--- config.mk ---
export PLATFORM = sky130hd
export DESIGN_NAME = sram_fifo_ctrl
export DESIGN_NICKNAME = d
export VERILOG_FILES = /design/src/rtl/fifo_ctrl_pkg.sv /design/src/rtl/ptr_counter.sv /design/src/rtl/occ_tracker.sv /design/src/rtl/sram_fifo_ctrl.sv
export SDC_FILE = /design/constraint.sdc
export NUM_CORES = 1
export LEC_CHECK = 0
export ABC_CLOCK_PERIOD_IN_PS = 7250
export BUFFER_PORTS_ARGS = -buffer_cell sky130_fd_sc_hd__buf_2
export CAP_MARGIN = 20
export CORE_MARGIN = 2
export CORE_UTILIZATION = 47
export DETAILED_ROUTE_END_ITERATION = 7
export PLACE_DENSITY = 0.65
export SLEW_MARGIN = 20
export SYNTH_ARGS = -nofsm -noshare
export SYNTH_HDL_FRONTEND = slang
export SYNTH_SLANG_ARGS = --single-unit
--- constraint.sdc ---
create_clock -name clk -period 7.25 [get_ports clk]
set_input_delay 0.725 -clock clk [delete_from_list [all_inputs] [get_ports clk]]
set_output_delay 0.725 -clock clk [all_outputs]
set_load 0.05 [all_outputs]
--- src/rtl/fifo_ctrl_pkg.sv ---
package fifo_ctrl_pkg;
    typedef enum logic [3:0] {
        ST_IDLE,
        ST_WR_ARM,
        ST_WR_DONE,
        ST_RD_HOLD,
        ST_RD_DONE,
        ST_CB_RD,
        ST_CB_SWAP,
        ST_CB_WR,
        ST_CB_DONE
    } ctrl_state_e;
endpackage

--- src/rtl/ptr_counter.sv ---
module ptr_counter #(
    parameter int W = 16
) (
    input  logic         clk,
    input  logic         rst,
    input  logic         step,
    output logic [W-1:0] value
);
    always_ff @(posedge clk) begin
        if (rst)
            value <= '0;
        else if (step)
            value <= value + W'(1);
    end
endmodule

--- src/rtl/occ_tracker.sv ---
module occ_tracker #(
    parameter int ADDR_W = 16
) (
    input  logic clk,
    input  logic rst,
    input  logic up,
    input  logic dn,
    output logic empty,
    output logic half_full,
    output logic full
);
    localparam int CNT_W = ADDR_W + 1;
    localparam logic [CNT_W-1:0] HALF_MARK = CNT_W'(1) << (ADDR_W - 1);

    logic [CNT_W-1:0] occ_q;

    always_ff @(posedge clk) begin
        if (rst)
            occ_q <= '0;
        else if (up && !dn)
            occ_q <= occ_q + CNT_W'(1);
        else if (dn && !up)
            occ_q <= occ_q - CNT_W'(1);
    end

    assign empty     = (occ_q == '0);
    assign full      = occ_q[ADDR_W];
    assign half_full = (occ_q >= HALF_MARK);


    no_overflow_chk: assert property (@(posedge clk) disable iff (rst)
        full |-> !(up && !dn));

    no_underflow_chk: assert property (@(posedge clk) disable iff (rst)
        empty |-> !(dn && !up));

    flag_excl_chk: assert property (@(posedge clk) disable iff (rst)
        !(empty && full));
endmodule

--- src/rtl/sram_fifo_ctrl.sv ---
module sram_fifo_ctrl
    import fifo_ctrl_pkg::*;
#(
    parameter int ADDR_W = 16
) (
    input  logic              clk,
    input  logic              rst,
    input  logic              wr_req,
    input  logic              rd_req,
    output logic              wr_rdy,
    output logic              rd_rdy,
    output logic [ADDR_W-1:0] sram_addr,
    output logic              sram_we_n,
    output logic              sram_oe_n,
    output logic              empty,
    output logic              half_full,
    output logic              full
);
    ctrl_state_e state_q, state_d;
    logic [ADDR_W-1:0] wptr, rptr;
    logic is_idle, go_wr, go_rd, go_cb;
    logic wr_step, rd_step, occ_up, occ_dn;

    assign is_idle = (state_q == ST_IDLE);
    assign go_cb   = is_idle && wr_req && rd_req && !empty;
    assign go_wr   = is_idle && wr_req && !full && (!rd_req || empty);
    assign go_rd   = is_idle && rd_req && !wr_req && !empty;

    assign rd_step = go_rd || go_cb;
    assign wr_step = (state_q == ST_WR_DONE) || (state_q == ST_CB_DONE);
    assign occ_up  = wr_step;
    assign occ_dn  = (state_q == ST_RD_DONE) || (state_q == ST_CB_SWAP);

    ptr_counter #(.W(ADDR_W)) u_wptr (
        .clk(clk), .rst(rst), .step(wr_step), .value(wptr)
    );
    ptr_counter #(.W(ADDR_W)) u_rptr (
        .clk(clk), .rst(rst), .step(rd_step), .value(rptr)
    );
    occ_tracker #(.ADDR_W(ADDR_W)) u_occ (
        .clk(clk), .rst(rst), .up(occ_up), .dn(occ_dn),
        .empty(empty), .half_full(half_full), .full(full)
    );

    // next-state logic
    always_comb begin
        state_d = state_q;
        unique case (state_q)
            ST_IDLE: begin
                if (go_cb)      state_d = ST_CB_RD;
                else if (go_wr) state_d = ST_WR_ARM;
                else if (go_rd) state_d = ST_RD_HOLD;
            end
            ST_WR_ARM:  state_d = ST_WR_DONE;
            ST_WR_DONE: state_d = ST_IDLE;
            ST_RD_HOLD: state_d = ST_RD_DONE;
            ST_RD_DONE: state_d = ST_IDLE;
            ST_CB_RD:   state_d = ST_CB_SWAP;
            ST_CB_SWAP: state_d = ST_CB_WR;
            ST_CB_WR:   state_d = ST_CB_DONE;
            ST_CB_DONE: state_d = ST_IDLE;
            default:    state_d = ST_IDLE;
        endcase
    end

    // state register
    always_ff @(posedge clk) begin
        if (rst) state_q <= ST_IDLE;
        else     state_q <= state_d;
    end

    // registered memory-side outputs
    always_ff @(posedge clk) begin
        if (rst) begin
            sram_addr <= '0;
            sram_we_n <= 1'b1;
            sram_oe_n <= 1'b1;
        end else begin
            unique case (state_q)
                ST_IDLE: begin
                    if (go_cb || go_rd) begin
                        sram_addr <= rptr;
                        sram_oe_n <= 1'b0;
                    end else if (go_wr) begin
                        sram_addr <= wptr;
                    end
                end
                ST_WR_ARM:  sram_we_n <= 1'b0;
                ST_WR_DONE: sram_we_n <= 1'b1;
                ST_RD_HOLD: ;
                ST_RD_DONE: sram_oe_n <= 1'b1;
                ST_CB_RD:   ;
                ST_CB_SWAP: begin
                    sram_oe_n <= 1'b1;
                    sram_addr <= wptr;
                end
                ST_CB_WR:   sram_we_n <= 1'b0;
                ST_CB_DONE: sram_we_n <= 1'b1;
                default:    ;
            endcase
        end
    end

    assign wr_rdy = is_idle && !full;
    assign rd_rdy = is_idle && !empty;


    reset_state_chk: assert property (@(posedge clk)
        rst |=> (sram_addr == '0) && sram_we_n && sram_oe_n && empty && !full && !half_full);

    we_pulse_chk: assert property (@(posedge clk) disable iff (rst)
        !sram_we_n |=> sram_we_n);

    oe_hold_chk: assert property (@(posedge clk) disable iff (rst)
        $fell(sram_oe_n) |=> !sram_oe_n);

    strobe_excl_chk: assert property (@(posedge clk) disable iff (rst)
        !(!sram_we_n && !sram_oe_n));

    addr_hold_chk: assert property (@(posedge clk) disable iff (rst)
        !sram_we_n |-> $stable(sram_addr));

    read_from_ready_chk: assert property (@(posedge clk) disable iff (rst)
        $fell(sram_oe_n) |-> $past(rd_rdy));
endmodule

==> flow_summary.yaml <==
routing:
  drt_drc_violations_left: 0
  drt-pass1-iter-count: 4
  drt-vias-per-instance: 5.73
  wire_per_inst_um: 14.4
  routed_wirelength_mm: 8.77
  antenna_violating_nets_post_route: 0
  drt_first_iter_violations: 187
  routed_via_count: 3498
finish:
  final_util_pct: 52.3
  most-common-layout-cells: "71 x dfxtp_1, 62 x nor2_1, 59 x nand2_1, 36 x a21oi_1, 26 x buf_2"
  multiInputGateArea_um2: 2340
  final_layout_fill_cell_count: 779
  layout-drive-gt1-share_pct: 10.7
  total_area_of_sequential_cells_um2: 1420
  insertedDiodeCount: 0
  area_added_between_synthesis_and_finish_pct: 8.52
  layout_commonest_cell: "dfxtp_1"
  nNetsFinal: 524
placement:
  place_congestion: 0.891
  place.port_buffers: 26
  post-dp-hpwl_mm: 5.91
setup_path:
  crit_family: "simple AND/OR/NAND/NOR gates"
  crit_chain: "xnor2_2, nor3_4, ha_1, inv_1, ha_1, nand3_1, a211o_1, a21o_1, a21oi_2, o41ai_1, or4b_1"
  worstPathRequired_ps: 7470
  critical_path_arrival_ps: 3990
  worstReg2RegEnd: "u_occ.occ_q[16]"
  critPathBufInv: 1
  setup.reg_to_reg.worst_slack_ps: 3480
  type_of_the_worst_setup_path: "reg -> reg"
  cpPeakStageDelay_ps: 620
  critical-path-slowest-cell: "dfxtp_1"
  timing.critical_path.from: "state_q[1]"
  crit_path_max_fanout: 18
  worstSetupStartpointType: "flop"
  endpoint_kind: "flop"
  timing.rr.start: "state_q[1]"
  cp_capture_point: "u_occ.occ_q[16]"
  rr_worst_depth: 11
  path_depth: 11
  critPathMostFrequentCell: "ha_1"
grt:
  global_route.overflow_total: 0
  grtUsageMet2_pct: 32.3
  antenna_found_initial: 0
  first_global_vias: 3270
  gr-usage-met3_pct: 4.58
  globalRoute.busiestLayer: "met2"
  all_layer_global_routing_usage_pct: 20.7
  gr-usage-met1_pct: 28.0
  grt_max_degree: 72
  grt_first_pass_wirelength_mm: 15.1
clock_network:
  root_buffer: "clkbuf_8"
  worst_setup_hold_path_clk_slew_ps: 80
  number_of_cells_upsized_or_downsized_after_cts: 0
  cts_buffers: 9
  hold_buffers: 0
  post_cts_buffers: 0
  tritoncts: "built"
  cts.htree.levels: 3
  cts.sinks: 71
  clockBufferDepth: 2
  clk_latency_ps: 350
timing:
  tns_ps: 0
  unrepaired_setup_endpoints_after_global_routing: "false"
  final_hold_viol_count: 0
  clock_tree_skew_after_final_layout_ps: 8.15
  final-max-slew-violation-count: 0
  worstMarginPinSlew_ps: 1020
  relSlewSlack_pct: 31.7
  final_period_minus_worst_setup_slack_ps: 3770
  post-route-period-util_pct: 52.0
  highest_achievable_clock_rate_ghz: 0.265
  finalSetupViolCount: 0
die:
  die_height_um: 95.5
  design.die.area_um2: 9130
  initial_core_util_pct: 48.2
  i_o_pin_total: 27
  die_w_um: 95.5
  floorplan.rows: 33
  core_area_um2: 8180
power_and_ir_drop:
  cellPowerDensity_nw_per_um2: 455
  static-leakage-power_nw: 1.60
  total_power_w: 0.00195
  vdd.ir_drop.worst_mv: 0.246
yosys:
  synth_edf_count: 0
  post_synthesis_sequential_area_ratio_pct: 36.1
  ys_seq_elements: 71
  synth.yosys.warnings: 0
  post_synth.cell_area_avg_um2: 8.10
  yosysUniqueCellTypes: 60
  async_flop_share_pct: 0
  syn-num-nets: 510
  synthCells: 486
  mappedNetlistArea_um2: 3940
  leading_register_cell_type_out_of_synthesis: "dfxtp_1"
worst_hold_path:
  hold_path_class: "reg -> reg"
status:
  status: "completed"
run:
  max_cap_violations: 0
[power by group]
| part | total, W | internal (W) | switching [W] |
|---|---|---|---|
| Clock | 0.000297 | 0.000135 | 0.000162 |
| Combinational | 0.00111 | 0.000382 | 0.000729 |
| Sequential | 0.000537 | 0.000461 | 0.0000759 |
[cells in the mapped netlist (all sizes together), types with 3 or more instances]
master / number / area share, %
nor4: 11 / 2.1
nand2: 59 / 5.6
buf: 14 / 2.1
o21ai: 18 / 2.3
and4: 4 / 0.95
and2: 5 / 0.79
nand2b: 3 / 0.48
a211oi: 6 / 1.1
ha: 19 / 6.0
nand4: 10 / 1.6
xnor2: 22 / 5.1
dfxtp: 71 / 36
o21a: 5 / 0.95
and3: 4 / 0.64
nor2b: 3 / 0.48
a21o: 5 / 0.95
or3: 9 / 1.4
clkbuf: 11 / 1.0
nor2: 62 / 5.9
inv: 14 / 1.3
o31ai: 3 / 0.57
xor2: 8 / 1.8
nor3: 13 / 1.9
a311oi: 15 / 3.3
nor4b: 3 / 1.0
or4: 3 / 0.57
nand3: 23 / 3.1
a21oi: 37 / 4.8
[cell type report]
class / count / area share, %
tap: 105 / 3.07
inverter: 14 / 1.23
timing repair buffer: 28 / 3.40
multi-input combinational: 376 / 54.8
sequential: 71 / 33.3
clock buffer: 10 / 3.22
clock inverter: 6 / 1.02
[stage by stage]
stage | instance area (um2) | cells | hold slack [ps] | setup WS (ps)
final | 4270 | 610 | 487 | 3480
after global routing | 4270 | 610 | 503 | 3190
after CTS | 4270 | 610 | 490 | 3520
after detailed placement | 4090 | 594 | 468 | 3530
after global placement | 4090 | 594 | 469 | 3640
after floorplan | 3940 | 486 | 458 | 4000
[kinds of logic after synthesis]
kind of cell	Yosys count	synth area share (%)
adders and majority gates	20	6.55
and+or+nand+nor	220	28.3
AOI/OAI and AO/OA	105	17.4
muxes	1	0.254
xor gates and xnor gates	30	6.86
DFF	71	36.1
buffers and inverters	39	4.45
[worst register-to-register path: cells and delay by family, from the launching register on]
| family | cells | cell delay [ps] |
|---|---|---|
| AOI/OAI and AO/OA | 4 | 780 |
| xor gates and xnor gates | 1 | 210 |
| adders and majority gates | 2 | 820 |
| buffers and inverters | 1 | 330 |
| DFF | 1 | 620 |
| and+or+nand+nor | 3 | 890 |
[routing by layer]
metal / wire length, um / part of all wire (%)
met2: 3950 / 45
met3: 215 / 2.5
met1: 4480 / 51
met5: 0 / 0
met4: 124 / 1.4
[registers in the layout, summed over array words and instances, names as in the netlist]
signal,count
sram_addr,16
sram_oe_n,1
sram_we_n,1
state_q,4
u_occ.occ_q,17
u_rptr.value,16
u_wptr.value,16
[worst min-delay path by stage]
| stage | startpoint | end | slack, ps | depth (start not counted) |
|---|---|---|---|---|
| finish | sram_oe_n | sram_oe_n | 490 | 2 |
| global route | sram_oe_n | sram_oe_n | 500 | 2 |
| CTS | sram_oe_n | sram_oe_n | 490 | 2 |
| detailed placement | sram_oe_n | sram_oe_n | 470 | 2 |
| global placement | u_wptr.value[14] | u_wptr.value[14] | 470 | 2 |
| floorplan | u_occ.occ_q[6] | u_occ.occ_q[6] | 460 | 2 |
Note: power is estimated with default switching activity, not from simulation.
